==> config.mk <==
export PLATFORM = sky130hd
export DESIGN_NAME = adc_trig_sequencer
export DESIGN_NICKNAME = d
export VERILOG_FILES = /design/src/rtl/adc_seq_pkg.sv /design/src/rtl/adc_spi_frame.sv /design/src/rtl/adc_burst_ctrl.sv /design/src/rtl/adc_sample_out.sv /design/src/rtl/adc_trig_sequencer.sv
export SDC_FILE = /design/constraint.sdc
export NUM_CORES = 1
export LEC_CHECK = 0
export BUFFER_PORTS_ARGS = -buffer_cell sky130_fd_sc_hd__buf_4
export CORE_UTILIZATION = 25
export CTS_BUF_LIST = sky130_fd_sc_hd__clkbuf_2 sky130_fd_sc_hd__clkbuf_4 sky130_fd_sc_hd__clkbuf_8
export DETAILED_ROUTE_END_ITERATION = 6
export PLACE_DENSITY = 0.49
export REMOVE_ABC_BUFFERS = 1
export SYNTH_ARGS = -nofsm -noshare
export SYNTH_HDL_FRONTEND = slang
export SYNTH_SLANG_ARGS = --single-unit
==> constraint.sdc <==
create_clock -name clk -period 3.3 [get_ports clk]
set_input_delay 0.66 -clock clk [delete_from_list [all_inputs] [get_ports clk]]
set_output_delay 0.66 -clock clk [all_outputs]
set_load 0.01 [all_outputs]
==> src/rtl/adc_seq_pkg.sv <==
package adc_seq_pkg;

  localparam int WORD_W = 16;
  localparam int CH_W   = 4;
  localparam int DATA_W = 12;

  localparam logic [3:0] MODE_MANUAL = 4'b0001;

  typedef enum logic [0:0] {
    SEQ_ARMED = 1'b0,
    SEQ_BURST = 1'b1
  } seq_state_t;

  // Manual-mode channel command: mode, program, channel, double range,
  // no power-down, no GPIO update, four zero bits.
  function automatic logic [WORD_W-1:0] chan_cmd(input logic [CH_W-1:0] ch);
    return {MODE_MANUAL, 1'b1, ch, 1'b1, 1'b0, 1'b0, 4'b0000};
  endfunction

endpackage

==> src/rtl/adc_spi_frame.sv <==
module adc_spi_frame
  import adc_seq_pkg::*;
#(
  parameter int HALF_DIV = 2
) (
  input  logic              clk,
  input  logic              rst,
  input  logic              start,
  input  logic [WORD_W-1:0] tx_word,
  output logic              done,
  output logic [WORD_W-1:0] rx_word,
  output logic              cs_n,
  output logic              sclk,
  output logic              sdi,
  input  logic              sdo
);

  localparam int HC_W  = (HALF_DIV > 1) ? $clog2(HALF_DIV) : 1;
  localparam int EDGES = 2 * WORD_W;
  localparam int EC_W  = $clog2(EDGES);

  logic              active;
  logic [HC_W-1:0]   hcnt;
  logic [EC_W-1:0]   ecnt;
  logic [WORD_W-1:0] tx_sh;
  logic [WORD_W-1:0] rx_sh;

  always_ff @(posedge clk) begin
    if (rst) begin
      active  <= 1'b0;
      hcnt    <= '0;
      ecnt    <= '0;
      tx_sh   <= '0;
      rx_sh   <= '0;
      rx_word <= '0;
      done    <= 1'b0;
      cs_n    <= 1'b1;
      sclk    <= 1'b0;
      sdi     <= 1'b0;
    end else begin
      done <= 1'b0;
      if (!active) begin
        if (start) begin
          active <= 1'b1;
          cs_n   <= 1'b0;
          sclk   <= 1'b0;
          sdi    <= tx_word[WORD_W-1];
          tx_sh  <= {tx_word[WORD_W-2:0], 1'b0};
          hcnt   <= '0;
          ecnt   <= '0;
        end
      end else if (hcnt == HC_W'(HALF_DIV - 1)) begin
        hcnt <= '0;
        ecnt <= ecnt + EC_W'(1);
        if (!ecnt[0]) begin
          sclk  <= 1'b1;
          rx_sh <= {rx_sh[WORD_W-2:0], sdo};
        end else begin
          sclk <= 1'b0;
          if (ecnt == EC_W'(EDGES - 1)) begin
            active  <= 1'b0;
            cs_n    <= 1'b1;
            done    <= 1'b1;
            rx_word <= rx_sh;
            sdi     <= 1'b0;
          end else begin
            sdi   <= tx_sh[WORD_W-1];
            tx_sh <= {tx_sh[WORD_W-2:0], 1'b0};
          end
        end
      end else begin
        hcnt <= hcnt + HC_W'(1);
      end
    end
  end

endmodule

==> src/rtl/adc_burst_ctrl.sv <==
module adc_burst_ctrl
  import adc_seq_pkg::*;
#(
  parameter int CLK_DIV     = 2,
  parameter int CS_HIGH_MIN = 8,
  parameter int NUM_SLOTS   = 4,
  parameter int CNT_W       = 10,
  parameter int PER_W       = 16,
  parameter int OVR_W       = 8
) (
  input  logic                      clk,
  input  logic                      rst,
  input  logic                      trig,
  input  logic [CNT_W-1:0]          cfg_samples,
  input  logic [PER_W-1:0]          cfg_frame_period,
  input  logic [CH_W*NUM_SLOTS-1:0] cfg_chan_list,
  input  logic                      eng_done,
  output logic                      eng_start,
  output logic [WORD_W-1:0]         eng_tx,
  output logic                      ts_strobe,
  output logic                      keep_word,
  output logic                      first_word,
  output logic [CH_W-1:0]           burst_chan,
  output logic [OVR_W-1:0]          ovr_count
);

  localparam int FRAME_CLKS = 2 * WORD_W * CLK_DIV;
  localparam int MIN_PERIOD = FRAME_CLKS + CS_HIGH_MIN;
  localparam int SLOT_W     = (NUM_SLOTS > 1) ? $clog2(NUM_SLOTS) : 1;
  localparam logic [PER_W-1:0] MIN_P   = PER_W'(MIN_PERIOD);
  localparam logic [OVR_W-1:0] OVR_MAX = {OVR_W{1'b1}};

  if (CLK_DIV < 1) begin : g_bad_div
    $error("CLK_DIV must be at least 1");
  end
  if (CS_HIGH_MIN < 1) begin : g_bad_gap
    $error("CS_HIGH_MIN must be at least 1");
  end
  if (MIN_PERIOD >= (2 ** PER_W)) begin : g_bad_per
    $error("minimum frame period does not fit in PER_W bits");
  end

  logic [CH_W-1:0] slot_ch [NUM_SLOTS];
  for (genvar gi = 0; gi < NUM_SLOTS; gi++) begin : g_slot
    assign slot_ch[gi] = cfg_chan_list[gi*CH_W +: CH_W];
  end

  seq_state_t      state;
  logic            trig_q;
  logic [PER_W-1:0] tmr;
  logic [PER_W-1:0] per_q;
  logic [CNT_W-1:0] n_q;
  logic [CNT_W:0]  issued;
  logic [CNT_W:0]  rxcnt;
  logic [SLOT_W-1:0] slot;

  logic            trig_rise;
  logic [PER_W-1:0] eff_per;
  logic [CNT_W-1:0] eff_n;
  logic [CNT_W:0]  total;
  logic            last_tick;

  assign trig_rise = trig & ~trig_q;
  assign eff_per   = (cfg_frame_period < MIN_P) ? MIN_P : cfg_frame_period;
  assign eff_n     = (cfg_samples == '0) ? CNT_W'(1) : cfg_samples;
  assign total     = {1'b0, n_q} + (CNT_W+1)'(2);
  assign last_tick = (tmr == per_q - PER_W'(1));

  assign eng_start  = (state == SEQ_BURST) && (tmr == '0) && (issued != total);
  assign eng_tx     = (issued == '0) ? chan_cmd(burst_chan) : '0;
  assign keep_word  = eng_done && (rxcnt >= (CNT_W+1)'(2));
  assign first_word = (rxcnt == (CNT_W+1)'(2));

  always_ff @(posedge clk) begin
    if (rst) begin
      state      <= SEQ_ARMED;
      trig_q     <= 1'b0;
      tmr        <= '0;
      per_q      <= MIN_P;
      n_q        <= CNT_W'(1);
      issued     <= '0;
      rxcnt      <= '0;
      slot       <= '0;
      burst_chan <= '0;
      ovr_count  <= '0;
      ts_strobe  <= 1'b0;
    end else begin
      trig_q    <= trig;
      ts_strobe <= eng_start && (issued < {1'b0, n_q});
      if (state == SEQ_ARMED) begin
        if (trig_rise) begin
          state      <= SEQ_BURST;
          burst_chan <= slot_ch[slot];
          n_q        <= eff_n;
          per_q      <= eff_per;
          tmr        <= '0;
          issued     <= '0;
          rxcnt      <= '0;
        end
      end else begin
        if (trig_rise && (ovr_count != OVR_MAX)) begin
          ovr_count <= ovr_count + OVR_W'(1);
        end
        tmr <= last_tick ? '0 : tmr + PER_W'(1);
        if (eng_start) begin
          issued <= issued + (CNT_W+1)'(1);
        end
        if (eng_done) begin
          rxcnt <= rxcnt + (CNT_W+1)'(1);
        end
        if ((issued == total) && last_tick) begin
          state <= SEQ_ARMED;
          slot  <= (slot == SLOT_W'(NUM_SLOTS - 1)) ? '0 : slot + SLOT_W'(1);
        end
      end
    end
  end

endmodule

==> src/rtl/adc_sample_out.sv <==
module adc_sample_out
  import adc_seq_pkg::*;
(
  input  logic              clk,
  input  logic              rst,
  input  logic              keep_word,
  input  logic              first_word,
  input  logic [WORD_W-1:0] rx_word,
  input  logic [CH_W-1:0]   exp_chan,
  output logic              smp_valid,
  output logic [DATA_W-1:0] smp_data,
  output logic [CH_W-1:0]   smp_chan,
  output logic              smp_first,
  output logic              err_chan
);

  logic [CH_W-1:0] ret_chan;
  assign ret_chan = rx_word[WORD_W-1 -: CH_W];

  always_ff @(posedge clk) begin
    if (rst) begin
      smp_valid <= 1'b0;
      smp_data  <= '0;
      smp_chan  <= '0;
      smp_first <= 1'b0;
      err_chan  <= 1'b0;
    end else begin
      smp_valid <= keep_word;
      smp_first <= keep_word && first_word;
      if (keep_word) begin
        smp_data <= rx_word[DATA_W-1:0];
        smp_chan <= ret_chan;
        if (ret_chan != exp_chan) begin
          err_chan <= 1'b1;
        end
      end
    end
  end

endmodule

==> src/rtl/adc_trig_sequencer.sv <==
module adc_trig_sequencer
  import adc_seq_pkg::*;
#(
  parameter int CLK_DIV     = 2,
  parameter int CS_HIGH_MIN = 8,
  parameter int NUM_SLOTS   = 4,
  parameter int CNT_W       = 10,
  parameter int PER_W       = 16,
  parameter int OVR_W       = 8
) (
  input  logic                      clk,
  input  logic                      rst,
  input  logic                      trig,
  input  logic [CNT_W-1:0]          cfg_samples,
  input  logic [PER_W-1:0]          cfg_frame_period,
  input  logic [CH_W*NUM_SLOTS-1:0] cfg_chan_list,
  output logic                      adc_cs_n,
  output logic                      adc_sclk,
  output logic                      adc_sdi,
  input  logic                      adc_sdo,
  output logic                      smp_valid,
  output logic [DATA_W-1:0]         smp_data,
  output logic [CH_W-1:0]           smp_chan,
  output logic                      smp_first,
  output logic                      ts_strobe,
  output logic                      err_chan,
  output logic [OVR_W-1:0]          ovr_count
);

  logic              eng_start;
  logic              eng_done;
  logic [WORD_W-1:0] eng_tx;
  logic [WORD_W-1:0] eng_rx;
  logic              keep_word;
  logic              first_word;
  logic [CH_W-1:0]   burst_chan;

  adc_burst_ctrl #(
    .CLK_DIV     (CLK_DIV),
    .CS_HIGH_MIN (CS_HIGH_MIN),
    .NUM_SLOTS   (NUM_SLOTS),
    .CNT_W       (CNT_W),
    .PER_W       (PER_W),
    .OVR_W       (OVR_W)
  ) u_ctrl (
    .clk              (clk),
    .rst              (rst),
    .trig             (trig),
    .cfg_samples      (cfg_samples),
    .cfg_frame_period (cfg_frame_period),
    .cfg_chan_list    (cfg_chan_list),
    .eng_done         (eng_done),
    .eng_start        (eng_start),
    .eng_tx           (eng_tx),
    .ts_strobe        (ts_strobe),
    .keep_word        (keep_word),
    .first_word       (first_word),
    .burst_chan       (burst_chan),
    .ovr_count        (ovr_count)
  );

  adc_spi_frame #(
    .HALF_DIV (CLK_DIV)
  ) u_spi (
    .clk     (clk),
    .rst     (rst),
    .start   (eng_start),
    .tx_word (eng_tx),
    .done    (eng_done),
    .rx_word (eng_rx),
    .cs_n    (adc_cs_n),
    .sclk    (adc_sclk),
    .sdi     (adc_sdi),
    .sdo     (adc_sdo)
  );

  adc_sample_out u_out (
    .clk        (clk),
    .rst        (rst),
    .keep_word  (keep_word),
    .first_word (first_word),
    .rx_word    (eng_rx),
    .exp_chan   (burst_chan),
    .smp_valid  (smp_valid),
    .smp_data   (smp_data),
    .smp_chan   (smp_chan),
    .smp_first  (smp_first),
    .err_chan   (err_chan)
  );

endmodule

; ---- Word level (Yosys, flattened, before mapping)
; Cells that the tools add are included.
; Widths: inputs -> output; s select.
[totals]
register_bits = 159
latch_bits = 0
ramBits = 0
mem_bits_ro = 0
out_inout_bits = 31
mem_count = 0
[op_classes]
add_sub_neg = 9
mul = 0
div_mod_pow = 0
order_cmp = 4
n_eq_ne = 14
shifts = 0
mux = 47
bitwise_logic = 7
n_reduce_logical = 25
[op_table]
columns = op, n
row1 = $mux 16, 9
row2 = $mux 11, 5
row3 = $mux 1, 24
row4 = $add 11x1->11 const B, 2
row5 = $add 16x1->16 const B, 1
row6 = $eq 16x16->1, 1
row7 = $logic_not 16->1, 1
row8 = $lt 16x7->1 const B, 1
row9 = $sub 16x1->16 const B, 1
row10 = $mux 5, 3
row11 = $reduce_and 2->1, 7
row12 = $mux 13, 1
row13 = $reduce_and 4->1, 3
row14 = $add 10x2->11 const B, 1
row15 = $eq 11x11->1, 1
row16 = $eq 11x2->1 const B, 1
row17 = $ge 11x2->1 const B, 1
row18 = $logic_not 11->1, 1
row19 = $lt 11x10->1, 1
row20 = $ne 11x11->1, 1
row21 = $logic_not 10->1, 1
row22 = $mux 10, 1
row23 = $add 8x1->8 const B, 1
row24 = $bmux 4 s2, 1
row25 = other kinds (19), 36

; ---- Longest topological paths before layout
[depth]
ltp_word = 5
mapped_depth = 13
depth_no_buf = 10

; ---- Cells and area by module
; A second synthesis with hierarchy kept.
[unflattened]
cells_unflattened = 949
hier_area_um2 = 8027.7
[by_module_without_submodules]
columns = module, n_inst, cells_per_inst, area_each_um2
row1 = adc_burst_ctrl, 1, 615, 4938.5
row2 = adc_spi_frame, 1, 270, 2383.5
row3 = adc_sample_out, 1, 64, 705.7

; ---- Worst setup path before layout
; Ideal clock, no wire load.
[synth_path]
path_type = register to register
from = register u_ctrl.per_q[0]
to = register u_ctrl.slot[0]
arrival_time_ns = 2.663
path_slack_ns = 0.578
path_stages_with_launch = 12
cell_sequence = dfxtp_1 > clkbuf_1 > inv_1 > ha_1 > clkbuf_1 > or2_2 > a311oi_1 > a211oi_2 > nor4_2 > nand4_2 > or4_1 > nand2_1
[synth_via]
elab_chain_cells = 4
[synth_rtl]
columns = element, line_no
row1 = "start, declared", adc_burst_ctrl.sv:51  ; logic [PER_W-1:0] per_q;
row2 = "start signal, assigned", adc_burst_ctrl.sv:95  ; per_q <= eff_per;
row3 = $sub 16x1->16, adc_burst_ctrl.sv:67  ; assign last_tick = (tmr == per_q - PER_W'(1));
row4 = $eq 16x16->1, adc_burst_ctrl.sv:67
row5 = $logic_and 1x1->1, adc_burst_ctrl.sv:111  ; if ((issued == total) && last_tick) begin
row6 = $reduce_and 2->1 (no line), -
row7 = "end signal, assigned", adc_burst_ctrl.sv:113  ; slot <= (slot == SLOT_W'(NUM_SLOTS - 1)) ? '0 : slot + SLOT_W'(1);
row8 = "end, declared", adc_burst_ctrl.sv:55  ; logic [SLOT_W-1:0] slot;
; No other way between the ends.
; A chain may end at the register's enable or synchronous reset.

; ---- Worst setup path after layout
[layout_path]
from = register u_ctrl.per_q[1]
to = register u_ctrl.slot[0]
; Same word-level chain as after synthesis.

==> results.toml <==
[timing]
finalCriticalPeriod_ns = 2.87
post-route-period-util_pct = 86.9
slew_violations = 0
skew_ns = 0.0240
hold_viol_final = 0
fmax_mhz = 349
setup_tns_ns = 0
tightest_slew_ns = 1.03
worst_hold_slack_ns = 0.400
rsz0062_at_grt = "false"
max_slew_margin_pct = 30.6
setup_violations = 0

[critical_path]
crit_slowest_cell = "dfxtp_1"
crit_path_start = "u_ctrl.per_q[1]"
max_stage_delay_ns = 0.50
startpoint_type = "flip-flop"
critPathKind = "reg2reg"
reg2reg_from = "u_ctrl.per_q[1]"
critical_path.top_delay_family = "simple AND/OR/NAND/NOR gates"
crit_required_ns = 3.72
cp_data_arrival_time_ns = 3.29
worst-path-buf-inv = 1
critical_path.cell_chain = "inv_1 > ha_1 > or2_2 > a311oi_1 > a211oi_2 > nor4_2 > nand4_2 > or4_1 > nand2_1"
path_max_fanout = 12
endpoint_kind = "flip-flop"

[grt]
grt_antenna_before_repair = 0
grt_use_total_pct = 12.8
grt_first_pass_wirelength_um = 31900
grt.overflow.total = 0
grt_max_degree = 43
grt_pass1_vias = 6142

[cts]
cts_made_buffers = 17
clk_latency_ns = 0.48
root_buffer = "clkbuf_8"
clkSlewWorstSetupHoldPaths_ns = 0.11
cts_resized = 0
clock_path_buffers = 2
cts_tree = "yes"
h-tree-depth = 4
cts_setup_buffers = 0
ctsHoldBuffers = 0
cts_sinks = 151

[floorplan]
fp.dieH_um = 176
std_cell_rows = 63
die_w_um = 176
core_area_sq_um = 29800
io_pins = 77
dieArea_sq_um = 31100
start_util_pct = 25.5

[synth]
synthCells = 929
netlist_area_sq_um = 7590
synth_area_leaders = "dfxtp_1, nand2_1, a21oi_1"
ys_seq_area_share_pct = 39.8
yosysTopAreaCellShare_pct = 39.8
synthArstFlopShare_pct = 0
ys.flop_type = "dfxtp_1"
synth_warnings = 0
synth_area_per_cell_sq_um = 8.17
synth.largest_area_cell = "dfxtp_1"
synth-edff-count = 0
synth_cell_types = 75
ys_seq_elements = 151

[hold_path]
hp-start = "cfg_frame_period[3]"
hp-class = "in2reg"

[route]
wl_um = 19300
drt-wirelength-per-cell_um = 13.9
dr.pass1.iters = 5
ant_nets = 0
drt-initial-drc-count = 385
viasPerCell = 4.72
remaining_drc_errors = 0
vias = 6548

[status]
status = "completed"

[place]
io_buffer_count = 76
place_inst = 1354
dpl.hpwl_um = 13500
gp_congestion = 0.830

[layout]
diodes = 0
drive_gt1_share_pct = 15.2
instances_no_fill = 1386
n_fill_cell = 3209
nNetsFinal = 1051
final_common_cell = "dfxtp_1"
syn_to_final_growth_pct = 18.4
final_cell_mix = "dfxtp_1, nand2_1, buf_4"
final_util_pct = 30.2

[power_and_ir_drop]
ir_worst_vdd_mv = 0.264
leakage_nw = 3.22
p_per_area_nw_per_um2 = 424

[flow_run]
drv_cap = 0
worst reg2reg max path, stage by stage (launching register included):
cell and delay (ns):
dfxtp_1 0.50, inv_1 0.08, ha_1 0.33, or2_2 0.37, a311oi_1 0.32, a211oi_2 0.09, nor4_2 0.34, nand4_2 0.24
or4_1 0.45, nand2_1 0.08
synth_stat cells (all sizes together) (8+ instances only):
cell    count
inv        26
and3       12
dfxtp     151
nand3b      8
nand2b     13
nand2     149
a211oi     16
clkbuf     42
ha         22
xor2       14
a21oi      93
nand3      37
nor3       12
nor2       83
a22oi      10
o21ai      21
a31oi      11
nand4      20
or3        12
nor2b      11
mux2i      22
nor4       13
buf        18
xnor2      36
where the power goes:
group | internal (mW) | switching, mW | total [mW]
clock | 0.594 | 0.911 | 1.50
sequential | 1.86 | 0.0583 | 1.92
combinational | 0.167 | 0.218 | 0.385
total | 2.62 | 1.19 | 3.81
area by class of cell:
class                   count  area, sq um  share of cell area (%)
clock buffers              17          234                    2.60
clock inverters            15          194                    2.16
inverters                  27          101                    1.13
multi-input cells         691         4230                    47.0
flip-flops and latches    151         3020                    33.6
well taps                 390          488                    5.43
repair buffers             95          726                    8.07
registers in the layout, summed over array words and instances, names as in the netlist, 2 cells and up:
| register | flops |
|---|---|
| u_ctrl.burst_chan | 4 |
| u_ctrl.issued | 11 |
| u_ctrl.n_q | 10 |
| u_ctrl.ovr_count | 8 |
| u_ctrl.per_q | 16 |
| u_ctrl.rxcnt | 11 |
| u_ctrl.slot | 2 |
| u_ctrl.tmr | 16 |
| u_out.smp_chan | 4 |
| u_out.smp_data | 12 |
| u_spi.ecnt | 5 |
| u_spi.rx_sh | 16 |
| u_spi.rx_word | 16 |
| u_spi.tx_sh | 9 |
metrics by stage:
stage / setup WS, ns / total power [mW] / instance area (sq um)
final: 0.432 / 3.81 / 8990
after global routing: 0.0923 / 4.01 / 8990
after CTS: 0.422 / 3.88 / 8990
after detailed placement: 0.443 / 2.35 / 8560
after global placement: 0.519 / 2.35 / 8560
after floorplan: 0.581 / 2.17 / 7340
kinds of logic after synthesis:
logic type	Yosys count	share of synthesized area, %
DFF	151	39.8
and+or+nand+nor	393	25.1
adders and majority gates	22	3.62
buffers and inverters	87	4.66
muxes	30	4.68
AOI/OAI and AO/OA	196	16.3
xor gates and xnor gates	50	5.77
per-layer routing:
metal,global-route usage [%],part of all wire [%],vias to the layer above
met5,0,0,-
li1,-,-,3377
met4,3.26,0.95,0
met2,19.7,43,109
met3,2.86,3.9,16
met1,17.8,52,3046
path summary, 6_finish.rpt:
check,endpoint,slack [ns],depth (start not counted)
min,u_ctrl.per_q[3],0.40,3
max reg2reg,u_ctrl.slot[0],0.43,9
max,u_ctrl.slot[0],0.43,9
min reg2reg,u_spi.rx_word[10],0.46,2
No activity file was read; power rests on OpenSTA's default activity.
